`src/rtl/baud_probe_pkg.sv`:
```
// Package: shared types of the baud measurement unit.
// Assumes: nothing beyond IEEE 1800-2017.
package baud_probe_pkg;

    // Kind of accepted transition reported by the glitch filter
    typedef enum logic [1:0] {
        EDGE_NONE = 2'd0,
        EDGE_RISE = 2'd1,
        EDGE_FALL = 2'd2
    } line_edge_e;

    // Which extreme a tracker keeps
    typedef enum logic {
        KEEP_MIN = 1'b0,
        KEEP_MAX = 1'b1
    } extreme_e;

endpackage

```
`src/rtl/bp_sync.sv`:
```
// Module: multi-flop synchronizer for one asynchronous bit.
// Assumes: STAGES >= 2; the reset value equals the idle level of the line.
module bp_sync #(
    parameter int   STAGES = 2,
    parameter logic IDLE   = 1'b1
) (
    input  logic clk,
    input  logic rst_n,
    input  logic d,
    output logic q
);
    logic [STAGES-1:0] chain;

    // Shift the raw level through the flop chain
    always_ff @(posedge clk) begin
        if (!rst_n) chain <= {STAGES{IDLE}};
        else        chain <= {chain[STAGES-2:0], d};
    end

    assign q = chain[STAGES-1];
endmodule

```
`src/rtl/bp_glitch_filter.sv`:
```
// Module: minimum-width filter on a synchronized line.
// A change of the line is accepted once the new level has been present for
// max(min_width,1) consecutive cycles. Because every accepted change is
// delayed by the same amount, the spacing of accepted edges equals the
// spacing of the original transitions.
// Assumes: while active is low, the filter tracks the line and reports no edge.
module bp_glitch_filter
    import baud_probe_pkg::*;
#(
    parameter int GW = 8
) (
    input  logic          clk,
    input  logic          rst_n,
    input  logic          active,
    input  logic          line_in,
    input  logic [GW-1:0] min_width,
    output line_edge_e    edge_kind
);
    localparam int CW = GW + 1;

    logic          level;
    logic [GW-1:0] hold_cnt;
    logic [CW-1:0] need;
    logic [CW-1:0] seen;
    logic          accept;

    // Required persistence, and persistence reached in this cycle
    always_comb begin
        need      = (min_width == '0) ? CW'(1) : {1'b0, min_width};
        seen      = {1'b0, hold_cnt} + CW'(1);
        accept    = active && (line_in != level) && (seen >= need);
        edge_kind = accept ? (level ? EDGE_FALL : EDGE_RISE) : EDGE_NONE;
    end

    // Track the filtered level and the run length of a differing input
    always_ff @(posedge clk) begin
        if (!rst_n) begin
            level    <= 1'b1;
            hold_cnt <= '0;
        end else if (!active || accept) begin
            level    <= line_in;
            hold_cnt <= '0;
        end else if (line_in != level) begin
            hold_cnt <= hold_cnt + GW'(1);
        end else begin
            hold_cnt <= '0;
        end
    end
endmodule

```
`src/rtl/bp_span_counter.sv`:
```
// Module: saturating cycle counter measuring the time since its last restart.
// A restart loads 1, which is the first cycle of the new span, so at the next
// restart the value equals the span length in cycles.
// Assumes: clear has priority over restart; counting only while active.
module bp_span_counter #(
    parameter int W = 20
) (
    input  logic         clk,
    input  logic         rst_n,
    input  logic         clear,
    input  logic         active,
    input  logic         restart,
    output logic [W-1:0] span
);
    localparam logic [W-1:0] TOP = '1;

    // Count cycles, saturating at all ones
    always_ff @(posedge clk) begin
        if (!rst_n || clear)  span <= '0;
        else if (active) begin
            if (restart)          span <= W'(1);
            else if (span != TOP) span <= span + W'(1);
        end
    end
endmodule

```
`src/rtl/bp_extreme.sv`:
```
// Module: keeps the minimum or maximum of the samples offered to it.
// Assumes: init has priority over take; MODE selects the comparison.
module bp_extreme
    import baud_probe_pkg::*;
#(
    parameter int       W    = 20,
    parameter extreme_e MODE = KEEP_MIN
) (
    input  logic         clk,
    input  logic         rst_n,
    input  logic         init,
    input  logic         take,
    input  logic [W-1:0] sample,
    output logic [W-1:0] value
);
    localparam logic [W-1:0] START = {W{MODE == KEEP_MIN}};

    logic better;

    generate
        if (MODE == KEEP_MIN) begin : g_min
            assign better = sample < value;
        end else begin : g_max
            assign better = sample > value;
        end
    endgenerate

    // Load the neutral value on init, else keep the better sample
    always_ff @(posedge clk) begin
        if (!rst_n || init)    value <= START;
        else if (take && better) value <= sample;
    end
endmodule

```
`src/rtl/baud_probe.sv`:
```
// Module: top of the baud measurement unit.
// Synchronizes the line, filters glitches, and measures completed pulses and
// same-polarity edge intervals while meas_en is high. A rising edge of
// meas_en reinitialises every result. The first cycle with meas_en high is
// spent on that, and edges are accepted from the following cycle.
// Assumes: rx_in is idle high; results are read directly as outputs.
module baud_probe
    import baud_probe_pkg::*;
#(
    parameter int CNT_W       = 20,
    parameter int EDGE_W      = 10,
    parameter int GLITCH_W    = 8,
    parameter int SYNC_STAGES = 2
) (
    input  logic                clk,
    input  logic                rst_n,
    input  logic                meas_en,
    input  logic [GLITCH_W-1:0] glitch_width,
    input  logic                rx_in,
    output logic [CNT_W-1:0]    low_min,
    output logic [CNT_W-1:0]    high_max,
    output logic [CNT_W-1:0]    rise_min,
    output logic [CNT_W-1:0]    fall_min,
    output logic [EDGE_W-1:0]   edge_count
);
    localparam int               SPAN_ANY  = 0;
    localparam int               SPAN_RISE = 1;
    localparam int               SPAN_FALL = 2;
    localparam int               N_SPAN    = 3;
    localparam logic [EDGE_W-1:0] EDGE_TOP = '1;

    logic             en_q;
    logic             start;
    logic             active;
    logic             rx_sync;
    line_edge_e       ekind;
    logic             edge_rise;
    logic             edge_fall;
    logic             edge_any;
    logic [N_SPAN-1:0] restart_vec;
    logic [N_SPAN-1:0] seen_vec;
    logic [CNT_W-1:0]  span [N_SPAN];

    // Remember the enable of the previous cycle to find measurement start
    always_ff @(posedge clk) begin
        if (!rst_n) en_q <= 1'b0;
        else        en_q <= meas_en;
    end

    assign start  = meas_en && !en_q;
    assign active = meas_en && en_q;

    bp_sync #(.STAGES(SYNC_STAGES), .IDLE(1'b1)) i_sync (
        .clk   (clk),
        .rst_n (rst_n),
        .d     (rx_in),
        .q     (rx_sync)
    );

    bp_glitch_filter #(.GW(GLITCH_W)) i_filter (
        .clk       (clk),
        .rst_n     (rst_n),
        .active    (active),
        .line_in   (rx_sync),
        .min_width (glitch_width),
        .edge_kind (ekind)
    );

    assign edge_rise   = (ekind == EDGE_RISE);
    assign edge_fall   = (ekind == EDGE_FALL);
    assign edge_any    = edge_rise || edge_fall;
    assign restart_vec = {edge_fall, edge_rise, edge_any};

    // One span counter per restart source: any edge, rising, falling
    generate
        for (genvar k = 0; k < N_SPAN; k++) begin : g_span
            bp_span_counter #(.W(CNT_W)) i_span (
                .clk     (clk),
                .rst_n   (rst_n),
                .clear   (start),
                .active  (active),
                .restart (restart_vec[k]),
                .span    (span[k])
            );
        end
    endgenerate

    // Note which edge kinds have occurred, so partial spans are skipped
    always_ff @(posedge clk) begin
        if (!rst_n || start) seen_vec <= '0;
        else                 seen_vec <= seen_vec | restart_vec;
    end

    bp_extreme #(.W(CNT_W), .MODE(KEEP_MIN)) i_low (
        .clk    (clk),
        .rst_n  (rst_n),
        .init   (start),
        .take   (edge_rise && seen_vec[SPAN_ANY]),
        .sample (span[SPAN_ANY]),
        .value  (low_min)
    );

    bp_extreme #(.W(CNT_W), .MODE(KEEP_MAX)) i_high (
        .clk    (clk),
        .rst_n  (rst_n),
        .init   (start),
        .take   (edge_fall && seen_vec[SPAN_ANY]),
        .sample (span[SPAN_ANY]),
        .value  (high_max)
    );

    bp_extreme #(.W(CNT_W), .MODE(KEEP_MIN)) i_rise (
        .clk    (clk),
        .rst_n  (rst_n),
        .init   (start),
        .take   (edge_rise && seen_vec[SPAN_RISE]),
        .sample (span[SPAN_RISE]),
        .value  (rise_min)
    );

    bp_extreme #(.W(CNT_W), .MODE(KEEP_MIN)) i_fall (
        .clk    (clk),
        .rst_n  (rst_n),
        .init   (start),
        .take   (edge_fall && seen_vec[SPAN_FALL]),
        .sample (span[SPAN_FALL]),
        .value  (fall_min)
    );

    // Count accepted edges, saturating at all ones
    always_ff @(posedge clk) begin
        if (!rst_n || start)                         edge_count <= '0;
        else if (edge_any && edge_count != EDGE_TOP) edge_count <= edge_count + EDGE_W'(1);
    end
endmodule

```
`config.mk`:
```
export PLATFORM = sky130hd
export DESIGN_NAME = baud_probe
export DESIGN_NICKNAME = d
export VERILOG_FILES = /design/src/rtl/baud_probe_pkg.sv /design/src/rtl/bp_sync.sv /design/src/rtl/bp_glitch_filter.sv /design/src/rtl/bp_span_counter.sv /design/src/rtl/bp_extreme.sv /design/src/rtl/baud_probe.sv
export SDC_FILE = /design/constraint.sdc
export NUM_CORES = 1
export LEC_CHECK = 0
export ABC_AREA = 1
export BUFFER_PORTS_ARGS = -buffer_cell sky130_fd_sc_hd__buf_2
export CORE_MARGIN = 4
export CORE_UTILIZATION = 65
export CTS_CLUSTER_SIZE = 30
export DETAILED_ROUTE_END_ITERATION = 16
export GPL_ROUTABILITY_DRIVEN = 0
export GPL_TIMING_DRIVEN = 0
export HOLD_SLACK_MARGIN = 0.03
export PLACE_DENSITY = 0.9
export SLEW_MARGIN = 20
export SYNTH_ARGS = -nofsm -noshare
export SYNTH_HDL_FRONTEND = slang
export SYNTH_HIERARCHICAL = 1
export SYNTH_SLANG_ARGS = --single-unit
```
`constraint.sdc`:
```
create_clock -name clk -period 7.45 [get_ports clk]
set_clock_uncertainty 0.2 [all_clocks]
set_input_delay 1.1175 -clock clk [delete_from_list [all_inputs] [get_ports clk]]
set_output_delay 1.1175 -clock clk [all_outputs]
set_load 0.01 [all_outputs]
```
-- Word level (Yosys, flattened, before mapping)
Index checks and enable logic that the tools add are counted.
- magnitude comparators: 5
- equality and inequality tests: 7
- bitwise operators: 3
- multiplexer cells: 9
- add/sub/neg operators: 6
- reduce and logical (&&, ||, !) cells: 27
- operator list (operator ; number):
    2-to-1 mux 20 bit ; 6
    adder 20 x 1 -> 20 bit, second input constant ; 3
    < comparator 20 bit ; 3
    != test 20 bit, second input constant ; 3
    greater-than comparator 20 bit ; 1
    logical AND 1 bit ; 13
    adder 10 x 1 -> 10 bit, second input constant ; 1
    != test 10 bit, second input constant ; 1
    adder 8 x 1 -> 9 bit, second input constant ; 1
    >= comparator 9 bit ; 1
    adder 8 x 1 -> 8 bit, second input constant ; 1
    zero test 8 bit ; 1
    2-to-1 mux 8 bit ; 1
    AND reduction 2 bit ; 3
    nonzero test 2 bit ; 3
    2-to-1 mux 2 bit ; 2
    zero test 1 bit ; 3
    logical OR 1 bit ; 3
    bitwise OR 3 bit ; 1
    OR reduction 3 bit ; 1
    == test 2 x 1 -> 1 bit, second input constant ; 1
    == test 2 bit, second input constant ; 1
    NOT 1 bit ; 2
    != test 1 bit ; 1
- output and inout port bits: 90
- word-level logic and storage cells: 70
- flip-flop bits (word level): 165

-- Logic depth before layout (Yosys ltp)
Gate-level depths: netlist of the first run.
- depth in word-level cells: 9
- gate-level depth with buffers: 28
- mapped depth without buffers: 27

-- Modules after synthesis
The synthesis of the first run kept the hierarchy.
- modules (own cells, without submodules) (module ; sequential area each (um^2) ; cells an instance ; times used ; area an instance (um^2)):
    bp_span_counter ; 400.4 ; 246 ; 3 ; 1412.6
    bp_extreme at i_fall ... ; 400.4 ; 199 ; 3 ; 1341.3
    bp_extreme at i_high ; 400.4 ; 227 ; 1 ; 1491.4
    baud_probe ; 280.3 ; 121 ; 1 ; 790.8
    bp_glitch_filter ; 180.2 ; 95 ; 1 ; 674.4
    bp_sync ; 40.0 ; 6 ; 1 ; 55.1

-- Least setup slack after synthesis of the first run
Ideal clock, no wire load.
- path kind: input to register
- start: input port glitch_width[1]
- end: register g_span[0].i_span.span[12]
- data arrival time: 3770 ps
- stages: 23
- path slack: 3416 ps
- path buffers: 3
- required time: 7186 ps
- cell sequence: nor4_1 a41o_1 ha_1 inv_1 nand2_1 nand3_1 nand3_1 nand2_1 nand2_1 nand2_1 nand2_1 nand2_2 nor2_1 ha_1 inv_1 buf_2 buf_2 inv_1 clkbuf_1 o21ai_0 nand3_1 nand2_1 nor2_1
- cells in the longest elaborated chain, start to end: 9
- ends and longest elaborated chain (what ; line ; RTL):
    start: declaration ; baud_probe.sv:18 ; input logic [GLITCH_W-1:0] glitch_width,
    zero test 8 bit ; bp_glitch_filter.sv:29 ; need = (min_width == '0) ? CW'(1) : {1'b0, min_width};
    2-to-1 mux 8 bit (*) ; bp_glitch_filter.sv:29 ;
    >= comparator 9 bit (*) ; bp_glitch_filter.sv:31 ; accept = active && (line_in != level) && (seen >= need);
    logical AND 1 bit (*) ; bp_glitch_filter.sv:31 ;
    2-to-1 mux 2 bit (*) ; bp_glitch_filter.sv:32 ; edge_kind = accept ? (level ? EDGE_FALL : EDGE_RISE) : EDGE_NONE;
    net ekind[1] ; baud_probe.sv:36 ; line_edge_e ekind;
    == test 2 x 1 -> 1 bit / == test 2 bit (equally long branches) ; baud_probe.sv:69, baud_probe.sv:70 ;
    logical OR 1 bit (*) ; baud_probe.sv:71 ; assign edge_any = edge_rise || edge_fall;
    net edge_any ; baud_probe.sv:39 ; logic edge_any;
    nonzero test 2 bit (no line) ; -- ;
    AND reduction 2 bit (no line) ; -- ;
    end signal: assignment ; bp_span_counter.sv:22 ; else if (span != TOP) span <= span + W'(1);
    end: declaration ; bp_span_counter.sv:13 ; output logic [W-1:0] span
The timed path passes the listed nets; every way through them passes the cells marked *.
A chain may end at the register's enable or synchronous reset.

-- Worst setup path in the final report of the first run
- start: input port meas_en
- end: register g_span[0].i_span.span[12]
- cells in the longest elaborated chain, start to end: 8
- ends and longest elaborated chain (what ; line ; RTL):
    start: declaration ; baud_probe.sv:17 ; input logic meas_en,
    logical AND 1 bit (*) ; baud_probe.sv:51 ; assign active = meas_en && en_q;
    net active ; baud_probe.sv:34 ; logic active;
    logical AND 1 bit (*) (2 in a row) ; bp_glitch_filter.sv:31 ;
    2-to-1 mux 2 bit (*) ; bp_glitch_filter.sv:32 ;
    net ekind[0] ; baud_probe.sv:36 ;
    == test 2 x 1 -> 1 bit / == test 2 bit (equally long branches) ; baud_probe.sv:69, baud_probe.sv:70 ;
    logical OR 1 bit (*) ; baud_probe.sv:71 ;
    net edge_any ; baud_probe.sv:39 ;
    nonzero test 2 bit (no line) ; -- ;
    AND reduction 2 bit (no line) ; -- ;
Marked as above.

==> impl_metrics.py, run 1 <==
metrics = {
    "routing": {
        "vias": 11700,
        "antenna_left": 0,
        "drt-wirelength-per-cell_um": 13.6,
        "wl_mm": 29.0,
        "drcViolationCount": 0,
        "drtIter0Drc": 1077,
        "drt-pass1-iter-count": 8,
        "via_per_inst": 5.49,
    },
    "synthesis": {
        "async_flop_share_pct": 0,
        "synth.distinct_cells": 36,
        "yosys.area.top_type": "dfxtp_1",
        "syn-instance-count": 1784,
        "netlist.area_leader.share_pct": 29.3,
        "synth_ff_type": "dfxtp_1",
        "synthesis.nets": 1888,
        "synth_area_leaders": "dfxtp_1 (29%), nand2_1 (16%), inv_1 (10%)",
        "yosysMostFrequentCell": "nand2_1",
        "syn_area_mm2": 0.0113,
        "avgSynthCellArea_um2": 6.32,
        "seq_area_frac_synth_pct": 29.3,
        "ys_ff_latch": 165,
        "ys_top_cells_by_count": "nand2_1 (486), inv_1 (311), nor2_1 (224)",
        "synth-edff-count": 0,
        "yosysWarningCount": 6,
    },
    "critical_path": {
        "r2r_end": "g_span[0].i_span/span[12]$_SDFFE_PP0P_",
        "crit_path_start": "meas_en",
        "r2r_cells": 25,
        "critPathArrivalTime_ns": 4.53,
        "required_ns": 7.62,
        "critPathKind": "in2reg",
        "path_max_fanout": 21,
        "worstSetupEndpointType": "flip-flop",
        "reg2reg_from": "i_filter/hold_cnt[0]$_SDFF_PP0_",
        "reg2reg_slack_ns": 3.19,
        "cp-start-kind": "primary input",
    },
    "floorplan": {
        "num_rows": 47,
        "initial_core_util_pct": 67.3,
        "die_w_um": 140,
        "die_h_um": 140,
        "core-area_mm2": 0.0168,
        "ios": 102,
        "die_area_mm2": 0.0195,
    },
    "worst_hold_path": {
        "min_path_type": "reg2reg",
        "worstHoldStart": "i_sync/chain[0]$_SDFF_PN1_",
        "min_to": "i_sync/chain[1]$_SDFF_PN1_",
        "hold-path-cell-count": 2,
    },
    "power": {
        "p_per_area_mw_per_mm2": 151,
        "p_sw_share_pct": 23.8,
        "switchingPower_mw": 0.454,
        "p_int_mw": 1.46,
        "power_frac_comb_pct": 5.7,
        "leakagePower_nw": 6.67,
        "p_seq_share_pct": 47.0,
        "power.share.clock_pct": 47.3,
        "ir_worst_vdd_mv": 0.160,
        "power_mw": 1.91,
    },
    "clock_network": {
        "cts_hold_buf": 0,
        "cts_max_path_buffers": 2,
        "htree_num_levels": 4,
        "cts_tree": "done",
        "numCtsBuffers": 17,
        "clockRootBuffer": "clkbuf_16",
        "clock-sinks": 165,
        "cts_setup_buffers": 0,
        "post_cts_resized": 0,
        "clock_latency_ns": 0.43,
        "clk_pin_slew_ns": 0.07,
    },
    "flow_run": {
        "drv_cap": 0,
    },
    "cells_and_area": {
        "final_cell_area_mm2": 0.0127,
        "diodes": 0,
        "drive_above_1_share_pct": 11.6,
        "fin_util_pct": 75.5,
        "areaGrowthSynthToFinish_pct": 12.3,
        "fin_nets": 2008,
    },
    "place": {
        "dp_hpwl_mm": 21.3,
        "numPortBuffers": 101,
        "place_area_mm2": 0.0121,
    },
    "global_routing": {
        "grt_usage_pct": 29.3,
        "grt_pass1_wl_mm": 48.7,
        "grt_remaining_overflow": 0,
        "grt_pass1_vias": 10600,
        "antenna_found_initial": 0,
        "grt_max_degree": 22,
    },
    "sta": {
        "final_max_slew_viol_count": 0,
        "finalHoldViolations": 0,
        "relSlewSlack_pct": 36.1,
        "fin_crit_ns": 4.36,
        "setup_viol": 0,
        "rsz0062_at_grt": "no",
        "timing.hold.ws_ns": 0.205,
        "totalNegativeSetupSlack_ns": 0,
        "tightest_slew_ns": 0.955,
        "final.period_utilization_pct": 58.5,
        "fmax_mhz": 229,
    },
    "status": {
        "outcome": "finished clean",
    },
}
layer usage:
layer	track usage, %	wire, µm	vias to the layer above
li1	-	-	5877
met1	37.9	12300	5237
met2	48.2	13400	517
met3	5.52	2470	101
met4	12.0	794	0
met5	0	0	-
state kept, by name, indices dropped and copies added, names as in the netlist:
name,cells
i_filter/hold_cnt,8
seen_vec,3
i_rise/value,20
i_low/value,20
i_filter/level,1
edge_count,10
i_sync/chain,2
i_fall/value,20
en_q,1
i_high/value,20
g_span.i_span/span,60
placed cells by master (no fill, tap or decap), types with 5 or more instances in the layout:
cell / netlist / layout
nor3b_1: 7 / 7
buf_6: 8 / 8
o21ai_1: 9 / 9
nor2_2: 13 / 13
dfxtp_1: 165 / 165
buf_4: 8 / 8
clkbuf_16: 0 / 17
nand4_1: 75 / 75
nand2_1: 486 / 486
inv_1: 311 / 311
nand2_2: 7 / 7
a21oi_1: 85 / 85
clkbuf_1: 15 / 16
nand3_2: 7 / 7
nor3_1: 6 / 6
nor2_1: 224 / 224
nand3_4: 5 / 5
nand3_1: 172 / 172
ha_1: 92 / 92
o21ai_0: 31 / 31
buf_2: 26 / 127
nor2_4: 8 / 8
cells by family (layout without fill, tap and decap cells):
group	Yosys count	after routing	synth area share (%)
flops	165	165	29.3
buf+inv	373	506	13.9
xor+xnor	5	5	0.455
simple gates	1017	1017	40.1
fa+ha+maj	92	92	10.2
compound gates	132	132	6.03
metrics by stage:
| stage | std cells | worst slack [ns] |
|---|---|---|
| 2_1_floorplan | 1784 | 3.42 |
| 3_3_place_gp | 2105 | 2.73 |
| 3_5_place_dp | 2105 | 2.68 |
| 4_1_cts | 2137 | 3.12 |
| 5_1_grt | 2137 | 2.69 |
| 6_report | 2137 | 3.09 |
critical path: stages:
cell	delay (ns)
buf_2	0.09
nand2_1	0.04
inv_1	0.67
nand2_1	0.12
nor2_1	0.23
nand2_2	0.12
nor2_1	0.14
inv_1	0.06
ha_1	0.40
inv_1	0.08
buf_2	0.18
buf_2	0.21
inv_1	0.19
clkbuf_1	0.42
o21ai_0	0.17
nand3_1	0.10
nand2_1	0.06
nor2_1	0.11
area by class of cell:
class | count | area, µm²
buffer | 60 | 397
fill | 1338 | 4100
inverter | 313 | 1170
sequential | 165 | 3300
timing repair buffer | 101 | 505
tap | 220 | 275
multi-input combinational | 1246 | 6400
clock buffer | 22 | 484
clock inverter | 10 | 121
worst max path at each step:
stage                                             end  slack [ns]  cells after the start
2_1_floorplan  g_span[0].i_span/span[12]$_SDFFE_PP0P_        3.42                     23
3_5_place_dp   g_span[0].i_span/span[12]$_SDFFE_PP0P_        2.68                     25
4_1_cts        g_span[0].i_span/span[12]$_SDFFE_PP0P_        3.12                     25
3_3_place_gp   g_span[0].i_span/span[12]$_SDFFE_PP0P_        2.73                     24
5_1_grt        g_span[0].i_span/span[12]$_SDFFE_PP0P_        2.69                     25
6_report       g_span[0].i_span/span[12]$_SDFFE_PP0P_        3.09                     18
power groups by stage:
stage,sequential [mW],combinational [mW],clock [mW]
finish,0.898,0.109,0.903
global route,0.898,0.121,0.952
CTS,0.897,0.108,0.916
detailed placement,0.917,0.107,0
global placement,0.917,0.103,0
floorplan,0.914,0.0800,0
Note: power is estimated with default switching activity, not from simulation.
==> inputs of run 2 (changes only) <==
--- a/config.mk
+++ b/config.mk
@@ -5,16 +5,16 @@
 export SDC_FILE = /design/constraint.sdc
 export NUM_CORES = 1
 export LEC_CHECK = 0
-export ABC_AREA = 1
+export ABC_AREA = 0
 export BUFFER_PORTS_ARGS = -buffer_cell sky130_fd_sc_hd__buf_2
 export CORE_MARGIN = 4
-export CORE_UTILIZATION = 65
+export CORE_UTILIZATION = 61
 export CTS_CLUSTER_SIZE = 30
 export DETAILED_ROUTE_END_ITERATION = 16
 export GPL_ROUTABILITY_DRIVEN = 0
 export GPL_TIMING_DRIVEN = 0
 export HOLD_SLACK_MARGIN = 0.03
-export PLACE_DENSITY = 0.9
+export PLACE_DENSITY = 0.86
 export SLEW_MARGIN = 20
 export SYNTH_ARGS = -nofsm -noshare
 export SYNTH_HDL_FRONTEND = slang
==> constraint.sdc (replaced) <==
create_clock -name clk -period 4.4 [get_ports clk]
set_clock_uncertainty 0.2 [all_clocks]
set_input_delay 0.66 -clock clk [delete_from_list [all_inputs] [get_ports clk]]
set_output_delay 0.66 -clock clk [all_outputs]
set_load 0.01 [all_outputs]
==> impl_metrics.py, run 2 <==
metrics = {
    "sta": {
        "tightest_slew_ns": 0.838,
        "fmax_mhz": 241,
        "fin_crit_ns": 4.16,
        "relSlewSlack_pct": 44.1,
        "setup_viol": 0,
        "finalHoldViolations": 0,
        "rsz0062_at_grt": "no",
        "final.period_utilization_pct": 94.5,
        "setup_slack_ns": 0.242,
        "final_max_slew_viol_count": 0,
        "timing.hold.ws_ns": 0.223,
    },
    "routing": {
        "vias": 10700,
        "drt-pass1-iter-count": 8,
        "drcViolationCount": 0,
        "wl_mm": 28.5,
        "antenna_left": 0,
        "drtIter0Drc": 1393,
        "via_per_inst": 6.62,
        "drt-wirelength-per-cell_um": 17.6,
    },
    "cells_and_area": {
        "layout_common_cells": "dfxtp_1 (164), buf_2 (118), inv_1 (109)",
        "max_flop_register": "g_span.i_span/span",
        "seq_area_mm2": 0.00330,
        "multi_input_area_mm2": 0.00676,
        "diodes": 0,
        "areaGrowthSynthToFinish_pct": 12.9,
        "drive_above_1_share_pct": 20.9,
        "fillCellCount": 1355,
        "fin_nets": 1485,
        "largest_reg_flops": 60,
        "layout.cells.non_filler": 1619,
        "final_common_cell": "dfxtp_1",
        "fin_util_pct": 70.8,
    },
    "floorplan": {
        "die_h_um": 142,
        "core-area_mm2": 0.0175,
        "die_area_mm2": 0.0202,
        "ios": 102,
        "initial_core_util_pct": 62.7,
        "num_rows": 48,
        "die_w_um": 142,
    },
    "critical_path": {
        "cp_cell_sequence": "ha_2 > nand3_2 > nor2_4 > xor2_2 > ha_1 > and3_4 > a221oi_2 > o31a_2 > nand2_1 > and4b_1 > ha_1 > clkbuf_2 > inv_2 > nand2_1 > buf_2 > or4_1 > a21oi_1",
        "crit_buf_inv": 3,
        "cp-start-kind": "flip-flop",
        "critPathTopFamily": "simple AND/OR/NAND/NOR gates",
        "critPathMaxStageDelay_ns": 0.50,
        "critPathArrivalTime_ns": 4.31,
        "path_max_fanout": 10,
        "crit_slowest_cell": "or4_1",
        "r2r_cells": 17,
        "worstSetupEndpointType": "flip-flop",
        "critical_path_depth": 17,
        "required_ns": 4.55,
        "critPathKind": "reg2reg",
    },
    "synthesis": {
        "seq_area_frac_synth_pct": 30.1,
        "synth-edff-count": 0,
        "synth_ff_type": "dfxtp_1",
        "synth_area_leaders": "dfxtp_1 (30%), ha_1 (11%), o2111ai_1 (7.4%)",
        "ys_ff_latch": 165,
        "syn_area_mm2": 0.0110,
        "netlist.area_leader.share_pct": 30.1,
        "yosysWarningCount": 6,
        "synthesis.nets": 1364,
        "synth.distinct_cells": 74,
        "yosys.area.top_type": "dfxtp_1",
        "async_flop_share_pct": 0,
        "yosysMostFrequentCell": "dfxtp_1",
        "ys_top_cells_by_count": "dfxtp_1 (165), inv_1 (113), o2111ai_1 (93)",
        "avgSynthCellArea_um2": 8.70,
        "syn-instance-count": 1260,
    },
    "worst_hold_path": {
        "hold-path-cell-count": 1,
        "min_path_type": "reg2reg",
    },
    "clock_network": {
        "numCtsBuffers": 17,
        "clock-sinks": 165,
        "htree_num_levels": 4,
        "cts_hold_buf": 0,
        "cts_tree": "done",
        "clockRootBuffer": "clkbuf_16",
        "clock_latency_ns": 0.43,
        "cts_max_path_buffers": 2,
        "clk_pin_slew_ns": 0.07,
    },
    "status": {
        "outcome": "finished clean",
    },
    "place": {
        "dp_hpwl_mm": 20.8,
        "numPortBuffers": 101,
        "preCtsSetupSlack_ns": -0.239,
        "dp.cells": 1586,
    },
    "global_routing": {
        "grt_pass1_wl_mm": 47.2,
        "grt_remaining_overflow": 0,
        "grt_pass1_vias": 9896,
        "grt_usage_pct": 27.7,
        "antenna_found_initial": 0,
        "grt_max_degree": 20,
    },
    "power": {
        "power_frac_comb_pct": 3.5,
        "leakagePower_nw": 4.90,
        "power.share.clock_pct": 46.7,
        "p_int_mw": 2.31,
        "p_seq_share_pct": 49.9,
        "p_per_area_mw_per_mm2": 243,
        "ir_worst_vdd_mv": 0.284,
        "p_sw_share_pct": 23.3,
        "switchingPower_mw": 0.702,
        "power_mw": 3.01,
    },
    "flow_run": {
        "drv_cap": 0,
    },
}
[run 2: cell count changes after synthesis, sizes merged, moves of 15 or more]
cell,change
a211oi,+21
a31oi,+27
clkbuf,+43
inv,-199
nand2,-403
nand3,-154
nand4,-24
nor2,-192
nor2b,+15
o2111ai,+101
o211ai,+75
or4,+42
[run 2: worst register-to-register path, delay by kind of cell (launching register included)]
family                   cells  cell delay, ns
XOR/XNOR                     1            0.18
AO/OA/AOI/OAI                3            0.66
AND/OR/NAND/NOR              7            1.36
buffers and inverters        3            0.59
flip-flops                   1            0.36
adder cells (fa/ha/maj)      3            0.73
[run 2: per-stage QoR]
step	setup TNS [ns]	area (µm²)
floorplan	0	11000
global route	0	12400
CTS	0	12300
global placement	-1.31	11700
finish	0	12400
detailed placement	-1.91	11700
[run 2: repair_timing]
item	4_1_cts	5_1_grt
endpoints found under the setup margin	22	100
resized for setup	5	27
endpoints found under the hold margin	0	0
cloned	0	0
buffers inserted	1	1
[run 2: path summary, 6_finish.rpt]
kind	from	end	slack (ns)
hold reg to reg	i_sync/chain[0]$_SDFF_PN1_	i_sync/chain[1]$_SDFF_PN1_	0.22
hold / removal	i_sync/chain[0]$_SDFF_PN1_	i_sync/chain[1]$_SDFF_PN1_	0.22
setup / recovery	i_filter/hold_cnt[0]$_SDFF_PP0_	g_span[1].i_span/span[15]$_SDFFE_PP0P_	0.24
setup reg to reg	i_filter/hold_cnt[0]$_SDFF_PP0_	g_span[1].i_span/span[15]$_SDFFE_PP0P_	0.24
[run 2: final cells by class]
class                   instances  share of cell area [%]
multi-input cells             887                    54.6
flip-flops and latches        165                    26.7
plain buffers                  94                    4.27
repair buffers                103                    4.21
clock buffers                  18                    3.55
inverters                     113                    3.46
well taps                     225                    2.28
clock inverters                14                   0.910
[run 2: cell families (layout without fill, tap and decap cells)]
group	after synthesis	after routing	synth area share, %
compound gates	408	408	30.5
xor+xnor	7	7	0.559
fa+ha+maj	92	92	10.5
buf+inv	208	342	8.60
flops	165	165	30.1
mux	2	2	0.183
simple gates	378	378	19.5
[run 2: per-layer routing]
layer	GRT usage, %	vias to the layer above	wire (µm)
met5	0	-	0
met4	10.8	0	798
met3	4.70	85	2340
met2	45.6	538	13400
met1	36.2	4960	11900
li1	-	5138	-
[run 2: power by group through the flow]
stage	clock (mW)	sequential (mW)	combinational, mW
global placement	0	1.53	0.0983
CTS	1.42	1.50	0.102
detailed placement	0	1.53	0.101
global route	1.48	1.50	0.113
finish	1.40	1.50	0.104
floorplan	0	1.53	0.0684
==> inputs of run 3 (changes only) <==
--- a/config.mk
+++ b/config.mk
@@ -7,6 +7,7 @@
 export LEC_CHECK = 0
 export ABC_AREA = 0
 export BUFFER_PORTS_ARGS = -buffer_cell sky130_fd_sc_hd__buf_2
+export CORE_ASPECT_RATIO = 1.1
 export CORE_MARGIN = 4
 export CORE_UTILIZATION = 61
 export CTS_CLUSTER_SIZE = 30
==> impl_metrics.py, run 3 (synthesized netlist as in run 2, its figures left out) <==
metrics = {
    "place": {
        "numPortBuffers": 101,
        "dp_hpwl_mm": 21.3,
        "dp.cells": 1599,
        "preCtsSetupSlack_ns": -0.336,
    },
    "critical_path": {
        "critPathMaxStageDelay_ns": 0.41,
        "crit_path_start": "i_filter/hold_cnt[2]$_SDFF_PP0_",
        "path_max_fanout": 10,
        "crit_slowest_cell": "clkbuf_1",
        "required_ns": 4.53,
        "critPathKind": "reg2reg",
        "critPathTopFamily": "simple AND/OR/NAND/NOR gates",
        "crit_buf_inv": 4,
        "worstSetupEndpointType": "flip-flop",
        "cp_cell_sequence": "and3_1 > nand2_1 > nor2_1 > xnor2_1 > ha_1 > and3_4 > a221oi_2 > o31a_2 > nand2_1 > and4b_1 > ha_4 > buf_6 > clkinvlp_4 > inv_2 > clkbuf_1 > o21ai_0 > a211oi_1",
        "cp-start-kind": "flip-flop",
        "critPathArrivalTime_ns": 4.28,
        "reg2reg_from": "i_filter/hold_cnt[2]$_SDFF_PP0_",
        "crit_path_frequent_cell": "nand2_1",
    },
    "clock_network": {
        "clock_latency_ns": 0.44,
        "htree_num_levels": 4,
        "cts_hold_buf": 0,
        "numCtsBuffers": 17,
        "clockRootBuffer": "clkbuf_16",
        "clk_pin_slew_ns": 0.07,
        "cts_max_path_buffers": 2,
        "cts_tree": "done",
        "clock-sinks": 165,
    },
    "global_routing": {
        "grt_remaining_overflow": 0,
        "antenna_found_initial": 0,
        "grt_usage_pct": 29.1,
        "grt_max_degree": 20,
        "grt_pass1_wl_mm": 49.1,
        "grt_pass1_vias": 10100,
    },
    "routing": {
        "drtIter0Drc": 1112,
        "vias": 10800,
        "drcViolationCount": 0,
        "drt-wirelength-per-cell_um": 18.1,
        "drt-pass1-iter-count": 7,
        "via_per_inst": 6.63,
        "wl_mm": 29.6,
        "antenna_left": 0,
    },
    "sta": {
        "finalHoldViolations": 0,
        "relSlewSlack_pct": 36.7,
        "fin_crit_ns": 4.15,
        "setup_viol": 0,
        "tightest_slew_ns": 0.950,
        "setup_slack_ns": 0.255,
        "final.period_utilization_pct": 94.2,
        "final_max_slew_viol_count": 0,
        "rsz0062_at_grt": "yes",
        "fmax_mhz": 241,
    },
    "floorplan": {
        "die_area_mm2": 0.0202,
        "initial_core_util_pct": 62.0,
        "core-area_mm2": 0.0177,
        "die_h_um": 149,
        "num_rows": 51,
        "ios": 102,
        "die_w_um": 136,
    },
    "power": {
        "p_per_area_mw_per_mm2": 250,
        "p_sw_share_pct": 23.6,
        "p_int_mw": 2.38,
        "power_frac_comb_pct": 3.5,
        "switchingPower_mw": 0.734,
        "leakagePower_nw": 4.95,
        "p_seq_share_pct": 48.2,
        "ir_worst_vdd_mv": 0.283,
        "power_mw": 3.11,
        "power.share.clock_pct": 48.3,
    },
    "cells_and_area": {
        "layout.cells.non_filler": 1636,
        "areaGrowthSynthToFinish_pct": 13.7,
        "diodes": 0,
        "layout_common_cells": "dfxtp_1 (164), buf_2 (116), inv_1 (109)",
        "largest_reg_flops": 60,
        "final_common_cell": "dfxtp_1",
        "max_flop_register": "g_span.i_span/span",
        "drive_above_1_share_pct": 21.2,
        "fin_nets": 1489,
    },
    "worst_hold_path": {
        "min_path_type": "reg2reg",
        "worstHoldStart": "i_sync/chain[0]$_SDFF_PN1_",
    },
    "flow_run": {
        "drv_cap": 0,
    },
    "status": {
        "outcome": "finished clean",
    },
}
-- run 3: final cells by class --
class | instances | area, µm²
Clock inverter | 14 | 154
Tap cell | 238 | 298
Timing Repair Buffer | 107 | 551
Sequential cell | 165 | 3300
Multi-Input combinational cell | 887 | 6750
Fill cell | 1423 | 5210
Clock buffer | 18 | 439
Inverter | 113 | 428
Buffer | 94 | 539
-- run 3: per-stage QoR --
stage | cell area [µm²] | TNS (ns) | hold slack, ns | util (%)
after detailed placement | 11800 | -3.02 | 0.214 | 66.6
after CTS | 12400 | 0 | 0.231 | 70.0
after global routing | 12500 | -0.0368 | 0.242 | 70.5
final | 12500 | 0 | 0.222 | 70.5
after global placement | 11800 | -1.61 | 0.190 | 66.6
after floorplan | 11000 | 0 | 0.186 | -
-- run 3: routing by layer --
metal,GRT usage (%),wire [µm],vias up,part of all wire [%]
met5,0,0,-,0
met4,10.2,801,0,2.7
met3,4.23,2010,82,6.8
met2,50.2,14600,515,49
met1,37.0,12200,5084,41
li1,-,-,5163,-
-- run 3: worst paths after layout --
path	endpoint	slack (ns)	cells after the start
hold reg to reg	i_sync/chain[1]$_SDFF_PN1_	0.22	1
setup reg to reg	g_span[0].i_span/span[10]$_SDFFE_PP0P_	0.25	17
hold / removal	i_sync/chain[1]$_SDFF_PN1_	0.22	1
setup / recovery	g_span[0].i_span/span[10]$_SDFFE_PP0P_	0.25	17
-- run 3: repair_timing --
| item | 4_1_cts | 5_1_grt |
|---|---|---|
| resized for setup | 8 | 29 |
| cloned | 0 | 0 |
| buffers inserted | 1 | 5 |
| pin swaps | 0 | 1 |
| endpoints found under the setup margin | 29 | 104 |
| endpoints found under the hold margin | 0 | 0 |
-- run 3: power groups by stage --
stage,sequential (mW),combinational [mW],clock (mW)
global route,1.50,0.116,1.59
finish,1.50,0.109,1.50
floorplan,1.53,0.0684,0
global placement,1.53,0.0996,0
CTS,1.50,0.103,1.51
detailed placement,1.53,0.102,0
